`src/rtl/rs_pkg.sv`:
```
// Package: shared defaults and limit helpers for the round/saturate stage.
// Assumes the output word is at most 32 bits wide.
package rs_pkg;
    localparam int DEF_ACC_W  = 24;
    localparam int DEF_OUT_W  = 16;
    localparam int DEF_FRAC_W = 6;
    localparam int RES_W      = 3;

    // Largest positive code for an output of out_w bits, halved when half is set.
    function automatic longint pos_limit(input int out_w, input bit half);
        pos_limit = half ? ((longint'(1) << (out_w - 2)) - 1)
                         : ((longint'(1) << (out_w - 1)) - 1);
    endfunction
endpackage

```
`src/rtl/rs_rounder.sv`:
```
// Module: rs_rounder
// Adds half an LSB at the selected resolution, drops the fraction bits and
// clears the result bits below the selected LSB. Output is in output-LSB units.
// Assumes FRAC_W >= 1 and FRAC_W + 2^RES_W - 1 < ACC_W.
module rs_rounder #(
    parameter int ACC_W  = rs_pkg::DEF_ACC_W,
    parameter int FRAC_W = rs_pkg::DEF_FRAC_W,
    parameter int RES_W  = rs_pkg::RES_W,
    localparam int SUM_W = ACC_W + 1,
    localparam int SCL_W = SUM_W - FRAC_W,
    localparam int SH_W  = $clog2(SUM_W + 1)
) (
    input  logic signed [ACC_W-1:0] acc,
    input  logic [RES_W-1:0]        res,
    output logic signed [SCL_W-1:0] rounded
);
    logic [SH_W-1:0]         shift;
    logic signed [SUM_W-1:0] ext;
    logic signed [SUM_W-1:0] half_lsb;
    logic signed [SUM_W-1:0] sum;
    logic [SCL_W-1:0]        keep;
    logic                    unused_low;

    // Form the rounding constant and the one-bit-wider sum.
    always_comb begin
        shift    = SH_W'(FRAC_W) + SH_W'(res);
        ext      = {acc[ACC_W-1], acc};
        half_lsb = SUM_W'(1) << (shift - SH_W'(1));
        sum      = ext + half_lsb;
    end

    // One mask bit per scaled position: keep only bits at or above the LSB.
    for (genvar j = 0; j < SCL_W; j++) begin : g_keep
        assign keep[j] = (32'(j) >= 32'(res));
    end

    // Drop fraction bits and clear sub-LSB bits.
    always_comb begin
        rounded = sum[SUM_W-1:FRAC_W] & keep;
    end

    assign unused_low = ^sum[FRAC_W-1:0];
endmodule

```
`src/rtl/rs_limiter.sv`:
```
// Module: rs_limiter
// Clamps the rounded value to the full-scale window of the output word,
// narrowed by half in the reduced-gain mode. Assumes IN_W > OUT_W.
module rs_limiter #(
    parameter int IN_W  = 19,
    parameter int OUT_W = rs_pkg::DEF_OUT_W
) (
    input  logic signed [IN_W-1:0] val,
    input  logic                   half,
    output logic [OUT_W-1:0]       word
);
    localparam logic signed [IN_W-1:0] HI_FULL = IN_W'(rs_pkg::pos_limit(OUT_W, 1'b0));
    localparam logic signed [IN_W-1:0] HI_HALF = IN_W'(rs_pkg::pos_limit(OUT_W, 1'b1));
    localparam logic signed [IN_W-1:0] LO_FULL = -HI_FULL - IN_W'(1);
    localparam logic signed [IN_W-1:0] LO_HALF = -HI_HALF - IN_W'(1);

    logic signed [IN_W-1:0] hi;
    logic signed [IN_W-1:0] lo;

    // Pick the window for the gain mode, then clamp.
    always_comb begin
        hi = half ? HI_HALF : HI_FULL;
        lo = half ? LO_HALF : LO_FULL;
        if (val > hi)      word = hi[OUT_W-1:0];
        else if (val < lo) word = lo[OUT_W-1:0];
        else               word = val[OUT_W-1:0];
    end
endmodule

```
`src/rtl/rs_formatter.sv`:
```
// Module: rs_formatter
// Passes the clamped two's-complement word, or recodes it as inverted
// offset binary (flip MSB, then invert all bits).
module rs_formatter #(
    parameter int W = rs_pkg::DEF_OUT_W
) (
    input  logic [W-1:0] word,
    input  logic         twos,
    output logic [W-1:0] code
);
    localparam logic [W-1:0] MSB_BIT = W'(1) << (W - 1);

    // Select output code.
    always_comb begin
        code = twos ? word : ~(word ^ MSB_BIT);
    end
endmodule

```
`src/rtl/round_sat_stage.sv`:
```
// Module: round_sat_stage (top)
// Rounds a wide signed accumulator to a selectable resolution, clamps it,
// converts the code format and registers the word with a valid strobe.
// Assumes inputs are synchronous to clk; one cycle of latency.
module round_sat_stage #(
    parameter int ACC_W  = rs_pkg::DEF_ACC_W,
    parameter int OUT_W  = rs_pkg::DEF_OUT_W,
    parameter int FRAC_W = rs_pkg::DEF_FRAC_W,
    localparam int RES_W = rs_pkg::RES_W,
    localparam int SCL_W = ACC_W + 1 - FRAC_W
) (
    input  logic                    clk,
    input  logic                    rst_n,
    input  logic                    in_valid,
    input  logic signed [ACC_W-1:0] in_acc,
    input  logic [RES_W-1:0]        res_sel,
    input  logic                    fmt_twos,
    input  logic                    half_gain,
    output logic [OUT_W-1:0]        out_data,
    output logic                    out_valid
);
    logic signed [SCL_W-1:0] rnd_val;
    logic [OUT_W-1:0]        sat_word;
    logic [OUT_W-1:0]        fmt_word;

    rs_rounder #(.ACC_W(ACC_W), .FRAC_W(FRAC_W), .RES_W(RES_W)) u_round (
        .acc(in_acc), .res(res_sel), .rounded(rnd_val));

    rs_limiter #(.IN_W(SCL_W), .OUT_W(OUT_W)) u_limit (
        .val(rnd_val), .half(half_gain), .word(sat_word));

    rs_formatter #(.W(OUT_W)) u_fmt (
        .word(sat_word), .twos(fmt_twos), .code(fmt_word));

    // Output register: capture on valid, strobe follows input valid.
    always_ff @(posedge clk) begin
        if (!rst_n) begin
            out_valid <= 1'b0;
            out_data  <= '0;
        end else begin
            out_valid <= in_valid;
            if (in_valid) out_data <= fmt_word;
        end
    end

    localparam logic [OUT_W-1:0] HALF_HI = OUT_W'(rs_pkg::pos_limit(OUT_W, 1'b1));
    localparam logic [OUT_W-1:0] FULL_HI = OUT_W'(rs_pkg::pos_limit(OUT_W, 1'b0));


    valid_follow_chk: assert property (@(posedge clk) disable iff (!rst_n)
        in_valid |=> out_valid);

    valid_idle_chk: assert property (@(posedge clk) disable iff (!rst_n)
        !in_valid |=> !out_valid);

    data_hold_chk: assert property (@(posedge clk) disable iff (!rst_n)
        !in_valid |=> $stable(out_data));

    half_window_chk: assert property (@(posedge clk) disable iff (!rst_n)
        half_gain |-> ($signed(sat_word) <= $signed(HALF_HI)) &&
                      ($signed(sat_word) >= $signed(~HALF_HI)));

    low_zero_chk: assert property (@(posedge clk) disable iff (!rst_n)
        (sat_word != FULL_HI && sat_word != ~FULL_HI &&
         sat_word != HALF_HI && sat_word != ~HALF_HI)
        |-> ((sat_word & ((OUT_W'(1) << res_sel) - OUT_W'(1))) == '0));
endmodule

```
`config.mk`:
```
export PLATFORM = sky130hd
export DESIGN_NAME = round_sat_stage
export DESIGN_NICKNAME = d
export VERILOG_FILES = /design/src/rtl/rs_pkg.sv /design/src/rtl/rs_rounder.sv /design/src/rtl/rs_limiter.sv /design/src/rtl/rs_formatter.sv /design/src/rtl/round_sat_stage.sv
export SDC_FILE = /design/constraint.sdc
export NUM_CORES = 1
export LEC_CHECK = 0
export CELL_PAD_IN_SITES_DETAIL_PLACEMENT = 1
export CELL_PAD_IN_SITES_GLOBAL_PLACEMENT = 1
export CORE_MARGIN = 2
export CORE_UTILIZATION = 35
export DETAILED_ROUTE_END_ITERATION = 10
export DONT_BUFFER_PORTS = 1
export PLACE_DENSITY = 0.65
export SETUP_SLACK_MARGIN = 0.4
export SLEW_MARGIN = 25
export SYNTH_ARGS = -nofsm -noshare
export SYNTH_HDL_FRONTEND = slang
export SYNTH_HIERARCHICAL = 1
export SYNTH_SLANG_ARGS = --single-unit
```
`constraint.sdc`:
```
create_clock -name clk -period 12.03 [get_ports clk]
set_clock_uncertainty 0.15 [all_clocks]
set_input_delay 1.203 -clock clk [delete_from_list [all_inputs] [get_ports clk]]
set_output_delay 1.203 -clock clk [all_outputs]
set_load 0.01 [all_outputs]
```
### After elaboration in Yosys (flattened, before gate mapping)

Cells that the tools add are included.

| operators by class | value |
|---|---|
| magnitude comparators | 9 |
| div/mod/pow operators | 0 |
| equal/unequal tests | 0 |
| reduce and logical (&&, ||, !) cells | 0 |
| mux-type cells | 5 |
| bitwise operators | 3 |
| multiply operators | 0 |
| shift operators | 1 |
| add/subtract/negate cells | 3 |

Operators with widths:

| cell | number |
|---|---|
| two-way mux 16 bit | 3 |
| two-way mux 15 bit | 2 |
| adder 24 x 25 -> 25 bit | 1 |
| left shift 1 x 5 -> 25 bit (first input constant) | 1 |
| bitwise AND 19 bit | 1 |
| greater-than comparator 19 bit | 1 |
| < comparator 19 bit | 1 |
| NOT 16 bit | 1 |
| >= comparator 3 bit (first input constant) | 3 |
| >= comparator 1 x 3 -> 1 bit (first input constant) | 2 |
| >= comparator 2 x 3 -> 1 bit (first input constant) | 2 |
| subtractor 5 x 1 -> 5 bit (second input constant) | 1 |
| adder 3 x 3 -> 4 bit (first input constant) | 1 |
| NOT 1 bit | 1 |

| storage, ports and cells | value |
|---|---|
| bits in latches | 0 |
| register bits after elaboration | 17 |
| input bits | 32 |
| ROM bits | 0 |
| memories | 0 |
| memory bits (writable) | 0 |
| logic and storage cells | 23 |
| output and inout bits | 17 |

### Logic depth before layout (Yosys ltp)

Gate-level depths: netlist (run 1).

| depth | value |
|---|---|
| depth in word-level cells | 11 |
| mapped depth | 20 |

### By module

The synthesis (run 1) kept the hierarchy.

By module, submodules not included:

| module | cells each | sequential area each (µm²) | area an instance (µm²) | instances |
|---|---|---|---|---|
| rs_rounder | 123 | 0.0 | 842.1 | 1 |
| round_sat_stage | 53 | 340.3 | 643.1 | 1 |
| rs_limiter | 35 | 0.0 | 261.5 | 1 |
| rs_formatter | 18 | 0.0 | 170.2 | 1 |

### Least setup slack after synthesis (run 1)

OpenSTA, ideal clock, no wires.

| timing path | value |
|---|---|
| path kind | input to register |
| start | in res_sel[1] |
| end | reg out_data[4] |
| stages on the path | 19 |
| required time | 11.764 ns |
| buffers on the path | 2 |
| data arrival time | 4.757 ns |
| path slack | 7.007 ns |
| cell sequence | clkbuf_1 and3b_1 ha_1 nand3_1 nor2_1 o211ai_1 a21oi_1 o211ai_1 xnor2_1 inv_1 ha_1 nand4b_1 o41ai_2 o21ai_2 buf_6 o21a_1 xnor2_1 mux2i_1 nor2b_1 |

| between the ends | value |
|---|---|
| word-level cells in the longest chain between the ends | 10 |
| elaborated cells between the ends (all ways) | 18 |
| those cells by class | add/sub (3); order compare (9); shift (1); mux (3); bitwise (2) |

RTL lines:

| element | line | text |
|---|---|---|
| start: declaration | round_sat_stage.sv:16 | `input logic [RES_W-1:0] res_sel,` |
| adder 3 x 3 -> 4 bit (*) | rs_rounder.sv:26 | `shift = SH_W'(FRAC_W) + SH_W'(res);` |
| subtractor 5 x 1 -> 5 bit (*) | rs_rounder.sv:28 | `half_lsb = SUM_W'(1) << (shift - SH_W'(1));` |
| left shift 1 x 5 -> 25 bit (*) | rs_rounder.sv:28 |  |
| adder 24 x 25 -> 25 bit (*) | rs_rounder.sv:29 | `sum = ext + half_lsb;` |
| bitwise AND 19 bit (*) | rs_rounder.sv:39 | `rounded = sum[SUM_W-1:FRAC_W] & keep;` |
| net rnd_val[14] | round_sat_stage.sv:22 | `logic signed [SCL_W-1:0] rnd_val;` |
| < comparator 19 bit | rs_limiter.sv:25 | `else if (val < lo) word = lo[OUT_W-1:0];` |
| two-way mux 16 bit | rs_limiter.sv:25 |  |
| two-way mux 16 bit (*) | rs_limiter.sv:24 | `if (val > hi) word = hi[OUT_W-1:0];` |
| net sat_word[4] | round_sat_stage.sv:23 | `logic [OUT_W-1:0] sat_word;` |
| NOT 16 bit | rs_formatter.sv:15 | `code = twos ? word : ~(word ^ MSB_BIT);` |
| two-way mux 16 bit (*) | rs_formatter.sv:15 |  |
| net fmt_word[4] | round_sat_stage.sv:24 | `logic [OUT_W-1:0] fmt_word;` |
| end signal: assignment | round_sat_stage.sv:42 | `if (in_valid) out_data <= fmt_word;` |
| end: declaration | round_sat_stage.sv:19 | `output logic [OUT_W-1:0] out_data,` |

The timed path passes the listed nets; every way through them passes the cells marked *.
A chain may end at the register's enable or synchronous reset.

### Worst setup path in the final report (run 1)

| timing path | value |
|---|---|
| start | in res_sel[0] |
| end | reg out_data[8] |

The elaborated chain is that of the path after synthesis.

==> metrics, run 1 <==
Slew @ Worst Pin 0.602 ns; Yosys warnings 6; critical setup path kind input pin to flip-flop; core area approximately 5200 µm²; setup TNS 0 ns; Req. time, crit path 12.07 ns; cts bufs inserted 3; IO Port Bufs 0; Synth top area share between 15 and 20%; status complete, no violations; Cell Chain, Critical Path and3b_1, ha_1, nand3_1, nor2_1, o211ai_1, a21oi_1, o211ai_1, xnor2_1, inv_1, ha_1, nand4b_1, o41ai_2, o21ai_2, o21a_1, xnor2_1, mux2i_1, nor2b_1; CTS tree yes; largest net degree at the start of global routing 18; CP endpoint kind flip-flop; die height about 78 µm; clk root buf clkbuf_8; Initial Util a little under two fifths; Largest stage delay, worst path roughly 0.52 ns; nets ~280; register area share after synthesis 17.8%; FP Rows 26; Yosys reg bits 17; Min Clock Period, post-route 5.18 ns; Peak supply drop just under 0.08 mV; number of unique standard cell types used by synthesis 48; leak pwr roughly 0.80 nW; I/O pins 49; Cells after Synth about 230; pwr/cell area roughly 86 nW/µm²; antenna violations before repair 0; # fillers roughly 640; Rel. slew slack between 50% and 60%; routability cong. just under 0.8; post_cts resized 0; critical path peak fanout 14; total power around 170 µW; WP buf/inv 1; Crit-path slowest cell o41ai_2; family with the most delay on the worst path compound AO/OA/AOI/OAI gates; commonest cells after routing, fill and taps aside xnor2_1 (27), mux2i_1 (17), nor2b_1 (17), dfxtp_1 (17), ha_1 (17); postcts setup bufs 0; most common cell after layout, fill and taps aside xnor2_1; Iter 0 DRT Violations 35; RSZ-0062 raised after global routing no; H-tree Lvls 1; clock sink count 17; DP HPWL between 3 and 4 mm; drt first pass iters 4; GRT Residual Overflow 0; Global Route Usage Sum 14.6%; Skew-Pair Late Insertion Delay 0.24 ns; Synth area leader dfxtp_1; Setup crit start kind input pin; Die W between 70 and 80 µm; Antenna Nets Post-Route 0; clk slew on worst S/H paths approximately 0.060 ns; Ant. Diodes 0; Post-Route WL 4.38 mm; syn_area_per_cell between 8 and 9 µm²; vias per cell 5.25; Layout area overhead 2.74%; vias in the first global route ~1.6k; Synth Cell Area 1920 µm²; Async SR Flop Fraction 0%; maxcap violations 0; synth top area cells dfxtp_1 (18%), xnor2_1 (12%), ha_1 (11%); first-pass GRT wire length roughly 7.5 mm; Post-route DRC 0; Highest Clock Rate between 150 and 200 MHz; Hold Path Class flip-flop to flip-flop; Slew Limit Fails 0; Clock Path Buffers 2; layout cells sized above 1 4.41%; final worst path period share roughly 43%; vias 1560; Final Hold Viols 0; final number of setup-violating endpoints 0; EDFF count, synth 0; CP Data Arrival Time roughly 5.2 ns; hold_buf cts 0; DIE AREA between 6000 and 7000 µm²; Wirelength per Cell 14.7 µm; Main synth FF type dfxtp_1
[power breakdown]
group          switching [mW]  internal [mW]
clock                  0.0176         0.0229
sequential            0.00597         0.0617
combinational          0.0308         0.0302
total                  0.0543          0.115
[final cells by class]
class / count / area [µm²] / area share (%)
Clock inverter: 1 / 5.00 / 0.254
Multi-Input combinational cell: 200 / 1470 / 74.8
Tap cell: 70 / 87.6 / 4.45
Sequential cell: 17 / 340 / 17.3
Clock buffer: 3 / 41.3 / 2.10
Inverter: 6 / 22.5 / 1.14
[flip-flops by register name (all words and copies together), names as in the netlist]
register   flops
out_data      16
out_valid      1
[cells in the mapped netlist (2+ instances only)]
cell,number
and3_1,5
or3_1,4
o21a_1,14
nor2_1,12
nand4b_1,2
and3b_1,2
nand3_1,5
xnor2_1,27
o21ai_0,7
nand4_1,2
o211ai_1,4
mux2i_1,17
nor2b_1,17
nor3b_1,5
inv_1,6
buf_6,3
nand2_1,11
nor3_1,6
ha_1,17
clkbuf_1,6
buf_12,2
dfxtp_1,17
a21oi_1,10
o21ai_2,2
a21o_1,3
[through the flow]
| stage | utilization (%) | std cells | worst slack [ns] | instance area [µm²] | hold WS [ns] |
|---|---|---|---|---|---|
| after floorplan | - | 235 | 7.01 | 1940 | 0.388 |
| after global placement | 36.9 | 293 | 6.71 | 1920 | 0.409 |
| after detailed placement | 36.9 | 293 | 6.63 | 1920 | 0.413 |
| after CTS | 37.8 | 297 | 6.81 | 1970 | 0.424 |
| after global routing | 37.8 | 297 | 6.34 | 1970 | 0.463 |
| final | 37.8 | 297 | 6.85 | 1970 | 0.419 |
[cell families (layout without fill, tap and decap cells)]
kind of cell               count (synthesis)  count (layout)  synth area share, %
and+or+nand+nor                           76              76                 22.3
xor gates and xnor gates                  27              27                 12.3
buffers and inverters                     18              10                 6.59
other                                      1               7                0.196
DFF                                       17              17                 17.8
AOI/OAI and AO/OA                         56              56                 20.9
muxes                                     17              17                 8.88
adders and majority gates                 17              17                 11.1
[layer usage]
metal  global-route usage [%]  wire (µm)
met4                     3.51         12
met3                     2.91        222
met5                        0          0
met2                     23.5       2060
met1                     19.9       2080
[worst paths after layout]
path,endpoint,depth (start not counted),start,slack (ns)
worst max-delay path,out_data[8],17,res_sel[0],6.85
worst min-delay path,out_data[6],2,out_data[6],0.42
worst max register to register,out_data[0],2,out_data[0],11.20
worst min register to register,out_data[6],2,out_data[6],0.42
[tightest hold or removal path: stages (launching register included)]
cell,delay [ns]
dfxtp_1,0.34
mux2i_1,0.13
nor2b_1,0.05
Power figures use the tool's default switching activity.
==> inputs of run 2 (changes only) <==
clock period = 5.4 ns   (was 12.03 ns; I/O delays follow)
==> run 2 against run 1 <==
  * Sequential power is 120% higher
  * Wire length is 2.4% lower
  * Non-clock buffer count is the same
  * Critical path type unchanged
  * Final cell count unchanged
  * Die area is the same
  * Power rose by 120%
  * Register-to-register slack got worse by 6.6 ns
  * Critical path depth stayed put
  * Sequential cell count is the same
  * Via count hardly changed
==> metrics, run 2 (synthesized netlist as in run 1, its figures left out) <==
Die W 78.0 µm (unchanged); hold_buf cts 0 (unchanged); max reg flops 16 (unchanged); core area 5200 µm² (unchanged); min-delay src rst_n; maxcap violations 0 (unchanged); non-filler cells, final 297 (unchanged); placed insts 293 (unchanged); final worst path period share about four fifths; DIE AREA 6080 µm² (unchanged); portion of total power attributed to sequential cells 39.8% (-0.2 points); postcts setup bufs 0 (unchanged); drt first pass iters 4 (unchanged); routability cong. 0.790 (about the same); clk slew on worst S/H paths 0.06 ns (about the same); Min Clock Period, post-route 4.41 ns; Int Power 256 µW (+120%); I/O pins 49 (unchanged); vias 1559 (-0.064%); FP Rows 26 (unchanged); Hold Path Class input pin to flip-flop; antenna violations before repair 0 (unchanged); power share of the clock group 24.4% (+0.5 points); Final Hold Viols 0 (unchanged); post_cts resized 0 (unchanged); die height 78.0 µm (unchanged); GRT Residual Overflow 0 (unchanged); Req. time, crit path 5.39 ns (-6.68 ns); status complete, no violations; Setup crit start kind input pin; Layout area overhead 2.74% (unchanged); reg-to-reg startpoint out_data[9]; largest net degree at the start of global routing 18 (unchanged); Initial Util 36.8% (unchanged); RSZ-0062 raised after global routing no; Setup crit start res_sel[0]; Ant. Diodes 0 (unchanged); cts bufs inserted 3 (unchanged); most common cell after layout, fill and taps aside xnor2_1; Post-Route WL 4.27 mm (-2.4%); hold path cells 1 (-1); leak pwr 0.805 nW (unchanged); layout cells sized above 1 4.41% (unchanged); CP endpoint kind flip-flop; Antenna Nets Post-Route 0 (unchanged); R2R Path End out_data[9]; IO Port Bufs 0 (unchanged); Post-route DRC 0 (unchanged); Slew @ Worst Pin 0.562 ns (-0.0404 ns); vias in the first global route 1643 (unchanged); Top reg by flops out_data; Peak supply drop 0.133 mV (+67%); CTS tree yes; setup TNS 0 ns (unchanged); FF-to-FF setup slack 4.57 ns (-6.63 ns); CP Data Arrival Time 4.40 ns (-0.81 ns); critical path peak fanout 14 (unchanged); Highest Clock Rate about 230 MHz; nets 277 (unchanged); Slew Limit Fails 0 (unchanged); Sw Share 32.3% (+0.17 points); pwr/cell area 192 nW/µm² (+120%); final number of setup-violating endpoints 0 (unchanged); vias per cell 5.25 (about the same); first-pass GRT wire length 7.43 mm (-1.1%); Skew-Pair Late Insertion Delay 0.25 ns (about the same); DP HPWL 3.51 mm (-1.0%); H-tree Lvls 1 (unchanged); critical setup path kind input pin to flip-flop; Hold EP out_data[7]; Top Registers out_data: 16 flops, out_valid: 1 flops; clk root buf clkbuf_8; Clock Path Buffers 2 (unchanged); Comb pwr share 35.8% (-0.3 points); Wirelength per Cell 14.4 µm (-2.4%); clock sink count 17 (unchanged); Iter 0 DRT Violations 70 (+100%); Global Route Usage Sum 14.5% (-0.059 points); NetSw 122 µW (+120%); Rel. slew slack 62.1% (+2.7 points); worst reg-to-reg path cell count 2 (unchanged); commonest cells after routing, fill and taps aside xnor2_1 (27), mux2i_1 (17), nor2b_1 (17), dfxtp_1 (17), ha_1 (17)
==> run 2: cell counts in the layout (fill, tap and decap cells not counted) <==
Identical to the previous run, type by type.
==> run 2: layer usage <==
metal / vias up / share of wire [%] / track usage [%]
li1: 813 / - / -
met1: 710 / 48 / 19.8
met2: 34 / 46 / 23.4
met3: 2 / 5.8 / 2.09
met4: 0 / 1.0 / 4.74
met5: - / 0 / 0
==> run 2: worst max path at each step <==
stage | end | slack (ns)
after floorplan | out_data[4] | 1.04
after global placement | out_data[1] | 0.76
after detailed placement | out_data[6] | 0.70
after CTS | out_data[9] | 0.93
after global routing | out_data[7] | 0.45
final | out_data[9] | 0.99
==> run 2: power by group through the flow <==
stage	clock network [mW]	logic, mW	registers [mW]
after floorplan	0	0.127	0.151
after global placement	0	0.133	0.153
after detailed placement	0	0.134	0.154
after CTS	0.0987	0.136	0.151
after global routing	0.103	0.155	0.152
final	0.0924	0.135	0.150
==> run 2: layout make-up <==
cell class	count	area (µm²)
Sequential cell	17	340
Tap cell	70	87.6
Multi-Input combinational cell	200	1470
Clock buffer	3	41.3
Clock inverter	1	5.00
Fill cell	650	3240
Inverter	6	22.5
==> run 2: worst max-delay path, cell delays in order <==
cell	delay (ns)
and3b_1	0.16
ha_1	0.36
nand3_1	0.14
nor2_1	0.19
o211ai_1	0.17
a21oi_1	0.40
o211ai_1	0.15
xnor2_1	0.34
inv_1	0.08
ha_1	0.29
nand4b_1	0.18
o41ai_2	0.52
o21ai_2	0.27
o21a_1	0.25
xnor2_1	0.12
mux2i_1	0.16
nor2b_1	0.07
==> run 2: through the flow <==
step           power, mW  worst slack (ns)  util (%)  hold slack (ns)  cell area [µm²]
2_1_floorplan      0.278              1.04         -            0.388             1940
3_3_place_gp       0.286             0.764      36.9            0.409             1920
6_report           0.378             0.994      37.8            0.263             1970
4_1_cts            0.385             0.928      37.8            0.255             1970
5_1_grt            0.410             0.455      37.8            0.261             1970
3_5_place_dp       0.287             0.698      36.9            0.412             1920
==> inputs of run 3 (changes only) <==
PLACE_DENSITY = 0.67   (was 0.65)
clock period = 3.6 ns   (was 5.4 ns; I/O delays follow)
==> run 3 against run 2 <==
  * Wire length rose by 15%
  * Global-route usage rose by 2.0 points
  * Die area did not move
  * Design area rose by 22%
  * Highest routed layer unchanged
  * Hold slack got worse by 0.18 ns
  * Sequential power rose by 51%
  * Critical path depth rose by 1
  * Largest cell class unchanged
  * Sequential cell count did not move
  * Critical endpoint is now out_data[4]
  * Largest power group is now combinational logic
  * Final cell count rose by 11%
  * Count of clock-buffer cells in the layout did not move
==> metrics, run 3 (synthesized netlist as in run 1, its figures left out) <==
WP depth 18 (+1); Hold Path Class input pin to flip-flop; drt first pass iters 6 (+2); max reg flops 16 (unchanged); Post-route DRC 0 (unchanged); total power 635 µW (+68%); Slew Limit Fails 0 (unchanged); IO Port Bufs 0 (unchanged); setup TNS 0 ns (unchanged); final number of setup-violating endpoints 0 (unchanged); Crit-path slowest cell ha_4; Initial Util 36.8% (unchanged); clock sink count 17 (unchanged); Skew-Pair Late Insertion Delay 0.25 ns (about the same); Peak supply drop 0.250 mV (+88%); Slew @ Worst Pin 0.529 ns (-0.0326 ns); Wirelength per Cell 14.9 µm (+3.6%); Global Route Usage Sum 16.5% (+2.0 points); Final Hold Viols 0 (unchanged); H-tree Lvls 1 (unchanged); clk slew on worst S/H paths 0.06 ns (about the same); status complete, no violations; Highest Clock Rate 283 MHz; CTS tree yes; DIE AREA 6080 µm² (unchanged); critical path peak fanout 13 (-1); CP Data Arrival Time 3.53 ns (-0.87 ns); Die W 78.0 µm (unchanged); layout cells sized above 1 25.7% (+21 points); WP buf/inv 2 (+1); Min Clock Period, post-route between 3 and 4 ns; RSZ-0062 raised after global routing yes; FP Rows 26 (unchanged); Clock Path Buffers 2 (unchanged); Iter 0 DRT Violations 43 (-39%); most frequent CP cell o211ai_1; Top reg by flops out_data; Layout area overhead 25.2%; area of the multi-input gates 1660 µm² (+12%); # fillers 636 (-2.2%); I/O pins 49 (unchanged); family with the most delay on the worst path compound AO/OA/AOI/OAI gates; routability cong. 0.832 (+5.3%); vias per cell 5.16 (-1.8%); first-pass GRT wire length 8.27 mm (+11%); worst reg-to-reg path cell count 2 (unchanged); Antenna Nets Post-Route 0 (unchanged); commonest cells after routing, fill and taps aside buf_4 (33), xnor2_1 (23), mux2i_1 (17), nor2b_1 (17), dfxtp_1 (17); hold path cells 1 (unchanged); vias 1707 (+9.5%); leak pwr 1.01 nW (+25%); antenna violations before repair 0 (unchanged); Req. time, crit path 3.59 ns (-1.80 ns); Cell Chain, Critical Path and3b_2, ha_4, nand3_4, nor2_4, o211ai_1, a21oi_2, o211ai_1, xnor2_1, inv_1, ha_1, nand4b_1, o41ai_4, buf_4, o21ai_4, o21a_1, xnor2_2, mux2i_1, nor2b_1; Rel. slew slack 64.5% (+2.5 points); Setup crit start kind input pin; Storage cell area 340 µm² (unchanged); Ant. Diodes 0 (unchanged); Top Registers out_data: 16 flops, out_valid: 1 flops; reg-to-reg startpoint out_data[4]; nets 311 (+12%); clk root buf clkbuf_8; die height 78.0 µm (unchanged); CP endpoint kind flip-flop; core area 5200 µm² (unchanged); Post-Route WL 4.93 mm (+15%); GRT Residual Overflow 0 (unchanged); maxcap violations 0 (unchanged); DP HPWL 3.85 mm (+9.7%); Largest stage delay, worst path 0.29 ns (-0.23 ns); cts bufs inserted 3 (unchanged); largest net degree at the start of global routing 18 (unchanged); min-delay src rst_n; vias in the first global route 1782 (+8.5%); pwr/cell area 265 nW/µm² (+38%); Setup crit start res_sel[2]; critical setup path kind input pin to flip-flop; final worst path period share 98.2%; most common cell after layout, fill and taps aside buf_4
==> run 3: cell count changes in the layout (fill, tap and decap cells not counted), sizes merged <==
| cell | before | now |
|---|---|---|
| buf | 0 | 33 |
| o21ai | 9 | 10 |
==> run 3: path summary, 6_finish.rpt <==
kind / slack [ns] / endpoint
setup reg to reg: 2.78 / out_data[4]
hold reg to reg: 0.42 / out_data[0]
setup / recovery: 0.06 / out_data[4]
hold / removal: 0.09 / out_data[7]
==> run 3: what timing repair did <==
action / 4_1_cts / 5_1_grt
hold buffers: 0 / 0
setup endpoints to repair: 15 / 15
setup buffers: 3 / 4
gates resized for setup: 15 / 10
cloned: 1 / 0
pin swaps: 21 / 12
==> run 3: metrics by stage <==
stage	cell area, µm²	utilization (%)	instances	hold slack (ns)	setup WS (ns)
global route	2400	46.1	331	0.0833	-0.183
detailed placement	2150	41.4	319	0.346	-0.222
finish	2400	46.1	331	0.0861	0.0642
global placement	2150	41.4	319	0.344	-0.207
floorplan	2010	-	235	0.338	-0.196
CTS	2310	44.4	327	0.0805	0.0247
==> run 3: where the power goes <==
part | leakage [nW] | switching, mW | internal, mW
clock | 0.0255 | 0.0621 | 0.0768
sequential | 0.140 | 0.0197 | 0.206
combinational | 0.841 | 0.124 | 0.146
==> run 3: area by class of cell <==
class / instances / share of cell area (%)
flip-flops and latches: 17 / 14.2
clock buffers: 3 / 1.72
well taps: 70 / 3.65
repair buffers: 33 / 10.3
multi-input cells: 201 / 69.0
clock inverters: 1 / 0.209
inverters: 6 / 0.938
==> run 3: layer usage <==
layer	wire length (µm)	track usage, %	vias up
li1	-	-	882
met1	2220	21.0	790
met2	2430	28.1	30
met3	220	2.56	5
met4	63	5.96	0
met5	0	0	-
